==> src/rtl/uart_spi_pkg.sv <==
package uart_spi_pkg;
  localparam int FRAME_W = 16;
  localparam int CFG_W   = 10;

  typedef enum logic [1:0] {
    OP_RD_DATA = 2'b00,
    OP_RD_CFG  = 2'b01,
    OP_WR_DATA = 2'b10,
    OP_WR_CFG  = 2'b11
  } op_e;

  typedef struct packed {
    logic       fifo_off;
    logic       shdn;
    logic       irda;
    logic       stop2;
    logic       par_en;
    logic       wlen;
    logic [3:0] baud;
  } cfg_t;
endpackage

==> src/rtl/uart_spi_front.sv <==
module uart_spi_front #(
  parameter int FRAME_W = 16,
  parameter int SYNC_N  = 2
) (
  input  logic               clk_i,
  input  logic               rst_ni,
  input  logic               sclk_i,
  input  logic               cs_ni,
  input  logic               din_i,
  input  logic [FRAME_W-1:0] resp_i,
  output logic               dout_o,
  output logic               start_o,
  output logic               done_o,
  output logic [FRAME_W-1:0] frame_o,
  output logic [1:0]         op_o,
  output logic               cs_high_o
);
  localparam int CNT_W = $clog2(FRAME_W + 1);
  localparam int IDX_W = $clog2(FRAME_W);

  logic [SYNC_N-1:0] sclk_s, cs_s, din_s;
  logic sclk_q, cs_q, start_d, dout_q;
  logic sclk, cs, din, rise, fall;
  logic [CNT_W-1:0]   cnt;
  logic [FRAME_W-1:0] sh;
  logic [IDX_W-1:0]   bit_idx;

  always_ff @(posedge clk_i or negedge rst_ni) begin
    if (!rst_ni) begin
      sclk_s <= '0;
      cs_s   <= '1;
      din_s  <= '0;
      sclk_q <= 1'b0;
      cs_q   <= 1'b1;
    end else begin
      sclk_s <= {sclk_s[SYNC_N-2:0], sclk_i};
      cs_s   <= {cs_s[SYNC_N-2:0], cs_ni};
      din_s  <= {din_s[SYNC_N-2:0], din_i};
      sclk_q <= sclk;
      cs_q   <= cs;
    end
  end

  assign sclk    = sclk_s[SYNC_N-1];
  assign cs      = cs_s[SYNC_N-1];
  assign din     = din_s[SYNC_N-1];
  assign rise    = sclk & ~sclk_q & ~cs;
  assign fall    = ~sclk & sclk_q & ~cs;
  assign start_o = ~cs & cs_q;
  assign bit_idx = IDX_W'(FRAME_W - 1) - cnt[IDX_W-1:0];

  always_ff @(posedge clk_i or negedge rst_ni) begin
    if (!rst_ni) begin
      cnt     <= '0;
      sh      <= '0;
      op_o    <= '0;
      done_o  <= 1'b0;
      frame_o <= '0;
      start_d <= 1'b0;
      dout_q  <= 1'b0;
    end else begin
      done_o  <= 1'b0;
      start_d <= start_o;
      if (start_o) begin
        cnt <= '0;
        sh  <= '0;
      end else if (rise && cnt < CNT_W'(FRAME_W)) begin
        sh  <= {sh[FRAME_W-2:0], din};
        cnt <= cnt + 1'b1;
        if (cnt == CNT_W'(1)) op_o <= {sh[0], din};
        if (cnt == CNT_W'(FRAME_W - 1)) begin
          done_o  <= 1'b1;
          frame_o <= {sh[FRAME_W-2:0], din};
        end
      end
      if (cs)                dout_q <= 1'b0;
      else if (start_d)      dout_q <= resp_i[FRAME_W-1];
      else if (fall)         dout_q <= (cnt < CNT_W'(FRAME_W)) ? resp_i[bit_idx] : 1'b0;
    end
  end

  assign dout_o    = dout_q;
  assign cs_high_o = cs;

  assert_done_in_frame_R1: assert property (@(posedge clk_i) disable iff (!rst_ni)
    done_o |-> $past(cnt) == CNT_W'(FRAME_W - 1) && !$past(cs));
  assert_idle_dout_R2: assert property (@(posedge clk_i) disable iff (!rst_ni)
    $past(cs) && cs |-> !dout_o);
endmodule

==> src/rtl/uart_spi_regs.sv <==
module uart_spi_regs
  import uart_spi_pkg::*;
(
  input  logic               clk_i,
  input  logic               rst_ni,
  input  logic               start_i,
  input  logic               done_i,
  input  logic [FRAME_W-1:0] frame_i,
  input  logic [1:0]         op_i,
  input  logic               cs_high_i,
  output logic [FRAME_W-1:0] resp_o,
  input  logic               tx_busy_i,
  input  logic               tx_taken_i,
  output logic               tx_load_o,
  output logic [8:0]         tx_data_o,
  input  logic               rx_avail_i,
  input  logic [7:0]         rx_data_i,
  input  logic               rx_par_i,
  input  logic               rx_fe_i,
  output logic               rx_pop_o,
  output logic               fifo_clr_o,
  input  logic               cts_i,
  input  logic               baud16_i,
  output logic               rts_o,
  output logic               loop_o,
  output logic [CFG_W-1:0]   cfg_o,
  output logic               irq_no
);
  cfg_t        cfg_q, pend_q;
  logic        pend_v, t_q, rts_q, test_q;
  logic [3:0]  mask_q;
  logic [13:0] last_q;
  logic        r_s, t_s;
  logic [10:0] d_s;
  logic        tx_idle;
  op_e         op;

  assign op      = op_e'(op_i);
  assign tx_idle = t_q & ~tx_busy_i;

  always_ff @(posedge clk_i or negedge rst_ni) begin
    if (!rst_ni) begin
      r_s <= 1'b0;
      t_s <= 1'b1;
      d_s <= '0;
    end else if (start_i) begin
      r_s <= rx_avail_i;
      t_s <= t_q;
      d_s <= {rx_fe_i, cts_i, rx_par_i, rx_data_i};
    end
  end

  always_comb begin
    resp_o = '0;
    resp_o[15] = r_s;
    resp_o[14] = t_s;
    case (op)
      OP_RD_DATA: resp_o[10:0] = d_s;
      OP_RD_CFG:  resp_o[13:0] = {last_q[13:1], test_q};
      default:    ;
    endcase
  end

  always_ff @(posedge clk_i or negedge rst_ni) begin
    if (!rst_ni) begin
      cfg_q      <= '0;
      pend_q     <= '0;
      pend_v     <= 1'b0;
      mask_q     <= '0;
      last_q     <= '0;
      t_q        <= 1'b1;
      rts_q      <= 1'b0;
      test_q     <= 1'b0;
      tx_load_o  <= 1'b0;
      tx_data_o  <= '0;
      rx_pop_o   <= 1'b0;
      fifo_clr_o <= 1'b0;
    end else begin
      tx_load_o  <= 1'b0;
      rx_pop_o   <= 1'b0;
      fifo_clr_o <= 1'b0;
      if (tx_taken_i) t_q <= 1'b1;
      if (done_i) begin
        case (op_e'(frame_i[15:14]))
          OP_WR_CFG: begin
            mask_q     <= frame_i[11:8];
            last_q     <= frame_i[13:0];
            pend_q     <= {frame_i[13:12], frame_i[7:0]};
            pend_v     <= 1'b1;
            fifo_clr_o <= 1'b1;
          end
          OP_RD_CFG: test_q <= frame_i[0];
          OP_WR_DATA: begin
            rts_q <= frame_i[9];
            if (!frame_i[10]) begin
              tx_load_o <= 1'b1;
              tx_data_o <= frame_i[8:0];
              t_q       <= 1'b0;
            end
          end
          OP_RD_DATA: rx_pop_o <= r_s;
          default: ;
        endcase
      end else if (pend_v && cs_high_i && tx_idle) begin
        cfg_q  <= pend_q;
        pend_v <= 1'b0;
      end
    end
  end

  assign cfg_o  = cfg_q;
  assign loop_o = test_q;
  assign rts_o  = (test_q && !cs_high_i) ? baud16_i : rts_q;
  assign irq_no = ~|(mask_q & {t_q, rx_avail_i, rx_avail_i & rx_par_i, rx_avail_i & rx_fe_i});

  assert_cfg_defer_R4: assert property (@(posedge clk_i) disable iff (!rst_ni)
    !$stable(cfg_q) |-> $past(cs_high_i && !tx_busy_i && t_q));
  assert_load_clears_t_R6: assert property (@(posedge clk_i) disable iff (!rst_ni)
    tx_load_o |-> !t_q);
  assert_one_strobe_R1: assert property (@(posedge clk_i) disable iff (!rst_ni)
    $onehot0({tx_load_o, rx_pop_o, fifo_clr_o}));
  assert_irq_quiet_R8: assert property (@(posedge clk_i) disable iff (!rst_ni)
    mask_q == 4'b0 |-> irq_no);
  assert_pop_had_data_R7: assert property (@(posedge clk_i) disable iff (!rst_ni)
    rx_pop_o |-> $past(r_s));
endmodule

==> src/rtl/uart_spi_ctrl.sv <==
module uart_spi_ctrl
  import uart_spi_pkg::*;
#(
  parameter int SYNC_N = 2
) (
  input  logic             clk_i,
  input  logic             rst_ni,
  input  logic             sclk_i,
  input  logic             cs_ni,
  input  logic             din_i,
  output logic             dout_o,
  input  logic             tx_busy_i,
  input  logic             tx_taken_i,
  output logic             tx_load_o,
  output logic [8:0]       tx_data_o,
  input  logic             rx_avail_i,
  input  logic [7:0]       rx_data_i,
  input  logic             rx_par_i,
  input  logic             rx_fe_i,
  output logic             rx_pop_o,
  output logic             fifo_clr_o,
  input  logic             cts_i,
  input  logic             baud16_i,
  output logic             rts_o,
  output logic             loop_o,
  output logic [CFG_W-1:0] cfg_o,
  output logic             irq_no
);
  logic               start, done, cs_high;
  logic [FRAME_W-1:0] frame, resp;
  logic [1:0]         op;

  uart_spi_front #(.FRAME_W(FRAME_W), .SYNC_N(SYNC_N)) u_front (
    .clk_i, .rst_ni, .sclk_i, .cs_ni, .din_i,
    .resp_i(resp), .dout_o, .start_o(start), .done_o(done),
    .frame_o(frame), .op_o(op), .cs_high_o(cs_high)
  );

  uart_spi_regs u_regs (
    .clk_i, .rst_ni, .start_i(start), .done_i(done), .frame_i(frame),
    .op_i(op), .cs_high_i(cs_high), .resp_o(resp),
    .tx_busy_i, .tx_taken_i, .tx_load_o, .tx_data_o,
    .rx_avail_i, .rx_data_i, .rx_par_i, .rx_fe_i, .rx_pop_o, .fifo_clr_o,
    .cts_i, .baud16_i, .rts_o, .loop_o, .cfg_o, .irq_no
  );
endmodule

==> config.mk <==
export PLATFORM = sky130hd
export DESIGN_NAME = uart_spi_ctrl
export DESIGN_NICKNAME = d
export VERILOG_FILES = /design/src/rtl/uart_spi_pkg.sv /design/src/rtl/uart_spi_front.sv /design/src/rtl/uart_spi_regs.sv /design/src/rtl/uart_spi_ctrl.sv
export SDC_FILE = /design/constraint.sdc
export NUM_CORES = 1
export LEC_CHECK = 0
export BUFFER_PORTS_ARGS = -buffer_cell sky130_fd_sc_hd__buf_2
export CAP_MARGIN = 20
export CORE_MARGIN = 4
export CORE_UTILIZATION = 50
export DETAILED_ROUTE_END_ITERATION = 12
export GPL_ROUTABILITY_DRIVEN = 1
export PLACE_DENSITY = 0.7
export SYNTH_ARGS = -nofsm -noshare
export SYNTH_HDL_FRONTEND = slang
export SYNTH_SLANG_ARGS = --single-unit
==> constraint.sdc <==
create_clock -name clk_i -period 2.4 [get_ports clk_i]
set_clock_uncertainty 0.2 [all_clocks]
set_input_delay 0.24 -clock clk_i [delete_from_list [all_inputs] [get_ports clk_i]]
set_output_delay 0.24 -clock clk_i [all_outputs]
set_load 0.005 [all_outputs]
# Word level (Yosys, flattened, before mapping)
# Cells that the tools add are included.
[word_totals]
reg_bits = 116
out_inout_bits = 26
in_bits = 20
[op_classes]
eq_ne = 7
n_lt_le_gt_ge = 2
n_addsub = 2
reduce_logical = 20
muxes = 30
n_bitwise = 16
[op_table]
columns = ["op", "count"]
rows = [
  ["15-bit 2-to-1 mux", 2],
  ["1-bit 2-to-1 mux", 23],
  ["11-bit one-hot mux with 2 select lines", 1],
  ["5-bit 2-to-1 mux", 2],
  ["2-bit AND reduction", 5],
  ["3-bit AND reduction", 3],
  ["1-bit AND", 8],
  ["1-bit NOT", 7],
  ["5-bit by 1-bit adder with 5-bit output (second input constant)", 1],
  ["5-bit by 1-bit equality test with 1-bit output (second input constant)", 1],
  ["5-bit by 4-bit equality test with 1-bit output (second input constant)", 1],
  ["4-bit by 5-bit less-than comparator with 1-bit output (second input constant)", 1],
  ["5-bit less-than comparator (second input constant)", 1],
  ["4-bit AND", 1],
  ["1-bit binary-select mux with 4-bit select", 1],
  ["2-bit by 1-bit equality test with 1-bit output (second input constant)", 2],
  ["2-bit equality test (second input constant)", 2],
  ["1-bit logical AND", 4],
  ["2-bit zero test", 2],
  ["2-bit nonzero test", 2],
  ["4-bit OR reduction", 1],
  ["4-bit subtractor (first input constant)", 1],
  ["3-bit 2-to-1 mux", 1],
  ["3-bit nonzero test", 1],
  ["other kinds (2)", 3],
]

# Longest topological paths before layout
# Gate-level depths: netlist of the first run.
[logic_depth]
ltp_word = 8
depth_mapped = 8
ltp_nobuf = 7

# Hierarchy
# Synthesis of the first run repeated with hierarchy kept, for this count alone.
[hier_totals]
hier_cells = 284
hier_area_um2 = 4210.3
[modules_own_cells]
columns = ["mod", "cells_each", "instances", "area_per_inst_um2"]
rows = [
  ["uart_spi_regs", 151, 1, 2208.4],
  ["uart_spi_front", 133, 1, 2001.9],
]

# Worst setup path after synthesis of the first run
# OpenSTA, ideal clock, no wires.
[synth_path]
path_kind = "register to register"
startpoint = "reg u_front.cnt[0]"
endpoint = "reg u_front.dout_q (netlist: u_front.dout_o)"
required_time_ps = 2080
setup_time_ps = 120
path_buffers = 1
stages_incl_launch_ff = 6
t_arrival_ps = 1497
path_slack_ps = 582
path_cell_list = "dfrtp_1 > buf_2 > mux4_2 > nand2_1 > nand3_1 > a41o_1"
[synth_via]
elab_chain_len = 7
[synth_lines]
columns = ["item", "line", "text"]
rows = [
  ["start, declared", "uart_spi_front.sv:24", "logic [CNT_W-1:0] cnt;"],
  ["start signal, assigned", "uart_spi_front.sv:69", "cnt <= cnt + 1'b1;"],
  ["4-bit subtractor", "uart_spi_front.sv:50", "assign bit_idx = IDX_W'(FRAME_W - 1) - cnt[IDX_W-1:0];"],
  ["1-bit binary-select mux with 4-bit select", "uart_spi_front.sv:78", "else if (fall) dout_q <= (cnt < CNT_W'(FRAME_W)) ? resp_i[bit_idx] : 1'b0;"],
  ["1-bit 2-to-1 mux (not written as such)", "uart_spi_front.sv:78", ""],
  ["1-bit 2-to-1 mux * (2 in series)", "uart_spi_front.sv:78", ""],
  ["1-bit 2-to-1 mux *", "uart_spi_front.sv:77", "else if (start_d) dout_q <= resp_i[FRAME_W-1];"],
  ["1-bit 2-to-1 mux *", "uart_spi_front.sv:76", "if (cs) dout_q <= 1'b0;"],
  ["end signal, assigned", "uart_spi_front.sv:77", ""],
  ["end signal, assigned", "uart_spi_front.sv:78", ""],
  ["end, declared", "uart_spi_front.sv:22", "logic sclk_q, cs_q, start_d, dout_q;"],
]
# Mark *: on every way between the ends. The rest lies on a longest branch, timed or not. The select of a mux whose other input is x is not followed.
# A chain may end at the register's enable or synchronous reset.

# Worst setup path after layout of the first run
# Ends and elaborated chain as after synthesis.

==> summary.txt, run 1 <==
Synth
  – Post-Synth Simple-Gate Area: 0.166
  – Cell Area, Synth: 4160 sq um
  – Largest family of logic cells by synthesized area: simple AND/OR/NAND/NOR gates
  – Synth warn: 0
  – Post-synth EDFFs: 0
  – Predominant post-synthesis flop cell: dfrtp_1
  – Xor and xnor area share after synthesis: 0.00631
  – Largest area contributor in the netlist: dfrtp_1
  – Syn Area/Cell: 11.4 sq um
  – #FFs+latches synth: 102
  – Fraction of synthesized area in multiplexers: 0.137
  – Area share of fa/ha/maj cells after synthesis: 0.00902
  – Yosys cell types: 43
  – Post-synthesis async set-or-reset flop share: 1.00
  – Synth area leaders: dfrtp_1 (58%), nand2_1 (11%), mux2_1 (7.6%), dfstp_2 (3.2%), mux2_2 (2.7%)
  – Compound-gate portion of the synthesized area: 0.0421
  – Sequential share of the synthesized area: 0.615
  – Cells after Synth: 365
  – Post-Syn Nets: 388
  – Synth top area share: 0.583

Clocking
  – CTS tree: yes
  – Clock Sink Count: 102
  – CTS resizes: 0
  – Maximum buffer depth of the clock tree: 2
  – H-tree depth: 3
  – Total CTS buffers: 9
  – Worst-Skew Late Latency: 370 ps
  – Clk slew on worst S/H paths: 100 ps
  – Clock root buffer: clkbuf_8

Floorplan
  – Site row count: 33
  – Die H: 99.2 microns
  – Die span in x: 99.2 microns
  – Initial core utilization: 0.509
  – Core ar.: 8180 sq um
  – Number of I/O pins: 46
  – Die Area: 9850 sq um

STA
  – Fmax: 489 MHz
  – Setup tns final: 0 ps
  – Final hold vios: 0
  – Final setup viols: 0
  – Pins over their slew limit: 0
  – RSZ-0062 raised after global routing: false
  – Max-slew headroom: 0.591
  – Min Clock Period, post-route: 2050 ps
  – Crit share post-route: 0.853
  – Slew @ Worst Pin: 613 ps
  – Hold slack final: 157 ps

Setup path
  – Critical R2R Launch: u_front.cnt[0]$_DFFE_PN0P_
  – WS Path Type: reg2reg
  – R2R depth: 5
  – Critical Path RT: 2450 ps
  – CP arrival: 2100 ps
  – Worst setup EP type: flip-flop
  – Startpoint Class: flip-flop
  – Setup slack, reg-to-reg: 350 ps
  – R2r endpoint: u_front.dout_o$_DFFE_PN0P_
  – Worst Path Max Fanout: 9

Global routing
  – Initial antenna violation count: 0
  – GRT met3 Usage: 0.0533
  – Vias in the first global route: 2,970
  – Largest net degree at the start of global routing: 41
  – Global route total overflow: 0
  – First-pass GRT wire length: 14,800 microns
  – GR peak layer: met2
  – Global Route Usage Sum: 0.191
  – GR Util met2: 0.296
  – Met1 Usage GRT: 0.266

Min path
  – Hold WC Path Type: reg2reg
  – Min-Delay Endpoint: u_front.din_s[1]$_DFF_PN0_
  – Worst Hold Depth: 0
  – Worst hold start: u_front.din_s[0]$_DFF_PN0_

Power
  – Flop pwr share: 0.577
  – Switching fraction of total power: 0.251
  – Power Internal: 2.41 mW
  – Pleak: 2.54 nW
  – Peak VDD IR: 0.293 mV
  – Clock power share: 0.342
  – Sw Pwr: 0.806 mW
  – Power Density: 657 nW/um^2
  – Gate power share: 0.081

Cells and area
  – Share of post-route cells with drive strength above 1: 0.208
  – Final #Nets: 452
  – Design Area, Final: 4890 sq um
  – Final core utilization: 0.598
  – Antenna Cells: 0
  – Syn-to-layout area delta: 17.4%

Drt
  – Residual DRC count: 0
  – Initial DRC count: 152
  – Final WL: 8750 microns
  – Vias: 2,836
  – Via/cell ratio: 5.27
  – Drt wl/cell: 16.3 microns
  – DRT Pass-1 Iters: 4
  – Post-DRT Antenna Nets: 0

Placed design
  – Port-buffer cells: 45
  – Post-DP HPWL: 5930 microns
  – Final Wtd Congestion: 0.882
  – Placed Area: 4520 sq um

Outcome
  – Status: completed

Job
  – MaxCap Viol Count: 0
-- critical path: stages (launching register included) --
cell	delay, ps
dfrtp_1	550
mux4_2	530
nor2b_1	140
o31ai_1	230
nor3_1	80
a41o_1	210
-- final cells by class --
class	count	area [sq um]
Fill cell	660	3290
Sequential cell	102	2560
Multi-Input combinational cell	240	1500
Clock buffer	9	124
Inverter	6	22.5
Clock inverter	6	77.6
Timing Repair Buffer	70	470
Tap cell	105	131
-- worst max-delay path by stage --
stage                                          start                           to  slack (ps)  depth (start not counted)
after floorplan           u_front.cnt[0]$_DFFE_PN0P_   u_front.dout_o$_DFFE_PN0P_         580                          5
after global placement          u_regs.t_q$_DFF_PN1_  u_regs.cfg_o[8]$_DFFE_PN0P_         430                          3
final                     u_front.cnt[0]$_DFFE_PN0P_   u_front.dout_o$_DFFE_PN0P_         350                          5
after CTS                 u_front.cnt[0]$_DFFE_PN0P_   u_front.dout_o$_DFFE_PN0P_         370                          5
after global routing      u_front.cnt[0]$_DFFE_PN0P_   u_front.dout_o$_DFFE_PN0P_         310                          5
after detailed placement        u_regs.t_q$_DFF_PN1_  u_regs.cfg_o[2]$_DFFE_PN0P_         390                          3
-- routing by layer --
metal,part of all wire,vias up,wire length [microns]
met5,0,-,0
li1,-,1350,-
met3,0.043,15,373
met1,0.46,1405,4030
met4,0.017,0,150
met2,0.48,66,4200
-- per-stage QoR --
stage | worst slack, ps | power, mW | cells
floorplan | 582 | 2.02 | 365
detailed placement | 390 | 2.12 | 506
global placement | 432 | 2.12 | 506
CTS | 370 | 3.24 | 538
finish | 353 | 3.21 | 538
global route | 313 | 3.35 | 538
-- cell families after synthesis --
group / Yosys count
xor gates and xnor gates: 3
AOI/OAI and AO/OA: 28
muxes: 47
and+or+nand+nor: 159
buffers and inverters: 23
adders and majority gates: 3
DFF: 102
-- cell usage in the layout (no fill, tap or decap), types with 2 or more instances in the layout --
| cell | count |
|---|---|
| a21oi_1 | 16 |
| nand3_1 | 2 |
| nor3_1 | 3 |
| mux2_1 | 28 |
| mux2i_1 | 5 |
| buf_2 | 44 |
| mux4_2 | 3 |
| inv_2 | 2 |
| nand3b_1 | 3 |
| nand2b_1 | 4 |
| buf_4 | 8 |
| dfrtp_1 | 97 |
| dfstp_2 | 5 |
| xor2_1 | 2 |
| nand4_1 | 2 |
| inv_1 | 4 |
| nand2_1 | 122 |
| nor2_1 | 14 |
| dlygate4sd3_1 | 17 |
| ha_1 | 3 |
| or4b_1 | 2 |
| clkbuf_8 | 9 |
| inv_8 | 2 |
| mux2_2 | 10 |
-- synth_stat cells (3+ instances only) --
cell,count
clkbuf_1,7
mux4_2,3
mux2i_1,5
nor3_1,3
nand2b_1,4
nand3b_1,3
nand2_1,122
mux2_1,28
ha_1,3
dfstp_2,5
inv_1,4
nor2_1,14
a21oi_1,16
mux2_2,10
buf_2,9
dfrtp_1,97
-- sequential cells by signal (all words and copies together), names as in the netlist, 5 cells and up --
signal and flops:
u_front.frame_o 16, u_front.sh 15, u_regs.last_q 13, u_regs.d_s 11
u_regs.cfg_o 10, u_regs.tx_data_o 9, u_front.cnt 5
-- power by group through the flow --
stage	clock [mW]	combinational, mW	sequential [mW]
3_3_place_gp	0	0.236	1.88
6_report	1.10	0.261	1.85
5_1_grt	1.20	0.291	1.86
2_1_floorplan	0	0.183	1.84
3_5_place_dp	0	0.242	1.88
4_1_cts	1.13	0.264	1.85
-- timing repair --
item	4_1_cts	5_1_grt
endpoints found under the setup margin	0	0
hold endpoints to repair	50	0
hold buffers	17	0
buffers inserted	0	0
Power figures use the tool's default switching activity.
==> run 2: changes to the inputs <==
--- a/config.mk
+++ b/config.mk
@@ -11,7 +11,7 @@
 export CORE_UTILIZATION = 50
 export DETAILED_ROUTE_END_ITERATION = 12
 export GPL_ROUTABILITY_DRIVEN = 1
-export PLACE_DENSITY = 0.7
+export PLACE_DENSITY = 0.8
 export SYNTH_ARGS = -nofsm -noshare
 export SYNTH_HDL_FRONTEND = slang
 export SYNTH_SLANG_ARGS = --single-unit
==> run 2 against run 1 <==
Sequential share of layout area is 0.21 points lower. Via count is 1.2% lower. Final cell count is 0.37% higher. Global-route usage is 0.17 points lower. Die area stayed put.
==> summary.txt, run 2 (synthesis results as in run 1) <==
Outcome
  – Status: completed

Cells and area
  – Area of the multi-input gates: 1500 sq um
  – Final #Nets: 453
  – Max FFs per register: 16
  – Antenna Cells: 0
  – Design Area, Final: 4910 sq um
  – Final core utilization: 0.600
  – Regs by FF count: u_front.frame_o (16), u_front.sh (15), u_regs.last_q (13)
  – Layout Cells excl Fill: 540
  – Filler cells: 630
  – Syn-to-layout area delta: 17.9%
  – Reg area: 2560 sq um
  – Share of post-route cells with drive strength above 1: 0.211
  – Largest Register: u_front.frame_o
  – Commonest non-fill, non-tap cell in the layout: nand2_1
  – Most frequent cells in the layout: nand2_1 (122), dfrtp_1 (97), buf_2 (44), mux2_1 (28), dlygate4sd3_1 (17)

Placed design
  – Pre-CTS setup slack: 421 ps
  – Post-DP HPWL: 5870 microns
  – Placed Area: 4510 sq um
  – Final Wtd Congestion: 0.836
  – Dpl cells: 507
  – Port-buffer cells: 45

Setup path
  – R2R depth: 5
  – Largest stage delay, worst path: 530 ps
  – CP most frequent cell: buf_2
  – Crit path max-delay family: buffers and inverters
  – WS Path Type: in2out
  – CP bufs+invs: 3
  – Crit-path slowest cell: dlygate4sd3_1
  – Critical Path RT: 1960 ps
  – Levels on crit path: 5
  – Startpoint Class: input pin
  – CP arrival: 1630 ps
  – Worst setup EP type: primary output
  – Worst Path Max Fanout: 2
  – CP Cell Sequence: dlygate4sd3_1 > buf_2 > a221o_1 > a22oi_1 > buf_2

Drt
  – Drt wl/cell: 15.8 microns
  – Residual DRC count: 0
  – DRT Pass-1 Iters: 4
  – Initial DRC count: 172
  – Via/cell ratio: 5.19
  – Final WL: 8510 microns
  – Post-DRT Antenna Nets: 0
  – Vias: 2,801

Global routing
  – Global Route Usage Sum: 0.190
  – Vias in the first global route: 3,040
  – First-pass GRT wire length: 14,600 microns
  – Initial antenna violation count: 0
  – Largest net degree at the start of global routing: 47
  – Global route total overflow: 0

Clocking
  – CTS resizes: 0
  – Clock Sink Count: 102
  – Clk slew on worst S/H paths: 100 ps
  – CTS tree: yes
  – Clock root buffer: clkbuf_8
  – Maximum buffer depth of the clock tree: 2
  – H-tree depth: 3
  – Total CTS buffers: 9
  – Worst-Skew Late Latency: 370 ps

Floorplan
  – Die span in x: 99.2 microns
  – Core ar.: 8180 sq um
  – Die Area: 9850 sq um
  – Number of I/O pins: 46
  – Die H: 99.2 microns
  – Initial core utilization: 0.509
  – Site row count: 33

STA
  – Pins over their slew limit: 0
  – Max-slew headroom: 0.607
  – Setup tns final: 0 ps
  – Final hold vios: 0
  – RSZ-0062 raised after global routing: false
  – Crit share post-route: 0.861
  – Hold slack final: 158 ps
  – Slew @ Worst Pin: 589 ps
  – Min Clock Period, post-route: 2070 ps
  – Final setup viols: 0
  – Final worst setup slack: 333 ps
  – Fmax: 484 MHz

Power
  – Pleak: 2.55 nW
  – Power Density: 678 nW/um^2
  – Peak VDD IR: 0.339 mV
  – Tot Pwr: 3.33 mW

Min path
  – Hold WC Path Type: reg2reg
  – Worst Hold Depth: 0

Job
  – MaxCap Viol Count: 0
[run 2: cell count changes in the layout (fill, tap and decap cells not counted)]
cell	delta
clkinv_4	-1
inv_8	-1
bufinv_16	+1
buf_4	+2
buf_12	-1
clkinvlp_4	-1
inv_6	+2
clkinv_2	+1
[run 2: report_power, final]
part	internal (mW)	switching, mW
Clock	0.604	0.613
Combinational	0.132	0.130
Sequential	1.78	0.0716
[run 2: area by class of cell]
class,instances,share of cell area
clock buffers,9,0.0252
flip-flops and latches,102,0.521
inverters,6,0.00459
clock inverters,7,0.0209
well taps,105,0.0268
multi-input cells,240,0.306
repair buffers,71,0.0948
[run 2: worst paths after layout]
kind	start	end	slack [ps]
max	rx_fe_i	irq_no	330
max in group asynchronous	rst_ni	u_front.cnt[4]$_DFFE_PN0P_	1080
max reg2reg	u_front.cnt[0]$_DFFE_PN0P_	u_front.dout_o$_DFFE_PN0P_	410
min	u_front.sclk_s[0]$_DFF_PN0_	u_front.sclk_s[1]$_DFF_PN0_	160
min reg2reg	u_front.sclk_s[0]$_DFF_PN0_	u_front.sclk_s[1]$_DFF_PN0_	160
min in group asynchronous	rst_ni	u_front.din_s[0]$_DFF_PN0_	190
[run 2: worst reg2reg max path: cells and delay by family (launching register included)]
family / cells / cell delay [ps]
AOI/OAI and AO/OA: 2 / 410
DFF: 1 / 550
muxes: 1 / 530
and+or+nand+nor: 2 / 210
[run 2: routing by layer]
layer  GRT usage  up-vias  share of wire
met2       0.317       38           0.51
met5           0        -              0
met1       0.241     1401           0.45
met4      0.0861        0          0.022
met3      0.0344       16          0.024
li1            -     1346              -
[run 2: repair_timing]
| item | 4_1_cts | 5_1_grt |
|---|---|---|
| endpoints found under the setup margin | 0 | 0 |
| hold buffers | 17 | 0 |
| hold endpoints to repair | 54 | 0 |
| setup buffers | 0 | 0 |
==> run 3: changes to the inputs <==
--- a/config.mk
+++ b/config.mk
@@ -7,6 +7,7 @@
 export LEC_CHECK = 0
 export BUFFER_PORTS_ARGS = -buffer_cell sky130_fd_sc_hd__buf_2
 export CAP_MARGIN = 20
+export CORE_ASPECT_RATIO = 0.75
 export CORE_MARGIN = 4
 export CORE_UTILIZATION = 50
 export DETAILED_ROUTE_END_ITERATION = 12
==> run 3 against run 2 <==
Worst hold slack improved by 0.92 ps. Non-clock buffer count decreased by 1. Maximum frequency decreased by 0.57%. Wire length increased by 2.1%. Clock power about the same. Critical path depth unchanged. Highest routed layer unchanged.
==> summary.txt, run 3 (synthesis results as in run 1) <==
Clocking
  – CTS resizes: 0
  – Clk slew on worst S/H paths: 90 ps
  – Worst-Skew Late Latency: 380 ps
  – Post-CTS Setup Inserts: 0
  – Clock root buffer: clkbuf_8
  – Clock Sink Count: 102
  – H-tree depth: 3
  – Hold buffer count at CTS: 17
  – Maximum buffer depth of the clock tree: 2
  – CTS tree: yes
  – Total CTS buffers: 9

Placed design
  – Port-buffer cells: 45
  – Final Wtd Congestion: 0.828
  – Post-DP HPWL: 6050 microns
  – Placed Area: 4520 sq um
  – Dpl cells: 506
  – Pre-CTS setup slack: 363 ps

Global routing
  – Global route total overflow: 0
  – Vias in the first global route: 2,916
  – Initial antenna violation count: 0
  – Global Route Usage Sum: 0.199
  – First-pass GRT wire length: 14,900 microns
  – Largest net degree at the start of global routing: 64

Setup path
  – Worst Path Max Fanout: 10
  – Critical path endpoint: u_front.dout_o$_DFFE_PN0P_
  – R2r endpoint: u_front.dout_o$_DFFE_PN0P_
  – Critical Path RT: 2460 ps
  – WS Path Type: reg2reg
  – Setup crit start: u_front.cnt[0]$_DFFE_PN0P_
  – CP arrival: 2140 ps
  – R2R depth: 5
  – Worst setup EP type: flip-flop
  – Critical R2R Launch: u_front.cnt[0]$_DFFE_PN0P_
  – Setup slack, reg-to-reg: 320 ps
  – Startpoint Class: flip-flop

Cells and area
  – Antenna Cells: 0
  – Commonest non-fill, non-tap cell in the layout: nand2_1
  – Max FFs per register: 16
  – Final #Nets: 452
  – Filler cells: 652
  – Share of post-route cells with drive strength above 1: 0.207
  – Regs by FF count: u_front.frame_o (16), u_front.sh (15), u_regs.last_q (13)
  – Syn-to-layout area delta: 18.1%
  – Design Area, Final: 4910 sq um
  – Largest Register: u_front.frame_o
  – Most frequent cells in the layout: nand2_1 (122), dfrtp_1 (97), buf_2 (44), mux2_1 (28), dlygate4sd3_1 (17)
  – Layout Cells excl Fill: 539

Min path
  – Worst Hold Depth: 0
  – Hold WC Path Type: reg2reg

Drt
  – DRT Pass-1 Iters: 4
  – Final WL: 8690 microns
  – Initial DRC count: 195
  – Via/cell ratio: 5.29
  – Drt wl/cell: 16.1 microns
  – Post-DRT Antenna Nets: 0
  – Vias: 2,851
  – Residual DRC count: 0

Power
  – Peak VDD IR: 0.458 mV
  – Power Density: 676 nW/um^2
  – Pleak: 2.55 nW

STA
  – Max-slew headroom: 0.581
  – Slew @ Worst Pin: 629 ps
  – Final hold vios: 0
  – Final setup viols: 0
  – Pins over their slew limit: 0
  – Min Clock Period, post-route: 2080 ps
  – Crit share post-route: 0.866
  – Final worst setup slack: 322 ps
  – RSZ-0062 raised after global routing: false
  – Setup tns final: 0 ps
  – Fmax: 481 MHz
  – Hold slack final: 159 ps

Floorplan
  – Site row count: 28
  – Die span in x: 113 microns
  – Die H: 87.0 microns
  – Number of I/O pins: 46
  – Die Area: 9860 sq um
  – Initial core utilization: 0.521
  – Core ar.: 7990 sq um

Job
  – MaxCap Viol Count: 0

Outcome
  – Status: completed
-- run 3: changes by cell type in the layout (fill, tap and decap cells not counted) --
| cell | delta |
|---|---|
| clkbuf_8 | +1 |
| clkinvlp_4 | +1 |
| buf_12 | +1 |
| inv_6 | -2 |
| clkinv_2 | -1 |
| buf_4 | -2 |
| clkbuf_1 | +1 |
-- run 3: layer usage --
layer | part of all wire | GRT usage
met2 | 0.47 | 0.304
met5 | 0 | 0
met1 | 0.46 | 0.277
met3 | 0.046 | 0.0542
met4 | 0.019 | 0.0731
-- run 3: worst max-delay path: stages (launching register included) --
cell and delay (ps):
dfrtp_1 590, mux4_2 550, nor2b_1 150, o31ai_1 200, nor3_1 70, a41o_1 200
-- run 3: power breakdown --
| group | switching, mW | internal, mW | total (mW) |
|---|---|---|---|
| clock network | 0.584 | 0.627 | 1.21 |
| registers | 0.0758 | 1.78 | 1.85 |
| logic | 0.127 | 0.133 | 0.260 |
| total | 0.787 | 2.54 | 3.32 |
-- run 3: through the flow --
step | power (mW) | util
3_3_place_gp | 2.11 | 0.565
5_1_grt | 3.48 | 0.615
2_1_floorplan | 2.02 | -
3_5_place_dp | 2.12 | 0.565
6_report | 3.32 | 0.615
4_1_cts | 3.36 | 0.615
-- run 3: worst min path at each step --
stage,from,to,slack [ps]
final,u_front.din_s[0]$_DFF_PN0_,u_front.din_s[1]$_DFF_PN0_,160
after CTS,u_front.din_s[0]$_DFF_PN0_,u_front.din_s[1]$_DFF_PN0_,160
after floorplan,rst_ni,u_front.cnt[0]$_DFFE_PN0P_,-260
after detailed placement,rst_ni,u_front.sclk_q$_DFF_PN0_,60
after global placement,rst_ni,u_front.sclk_q$_DFF_PN0_,40
after global routing,u_front.sclk_s[0]$_DFF_PN0_,u_front.sclk_s[1]$_DFF_PN0_,170
-- run 3: area by class of cell --
cell class | instances | area, sq um | share of cell area
clock buffer | 11 | 141 | 0.0288
sequential | 102 | 2560 | 0.521
tap | 105 | 131 | 0.0267
multi-input combinational | 240 | 1500 | 0.306
inverter | 6 | 22.5 | 0.00458
timing repair buffer | 70 | 470 | 0.0957
clock inverter | 5 | 87.6 | 0.0178
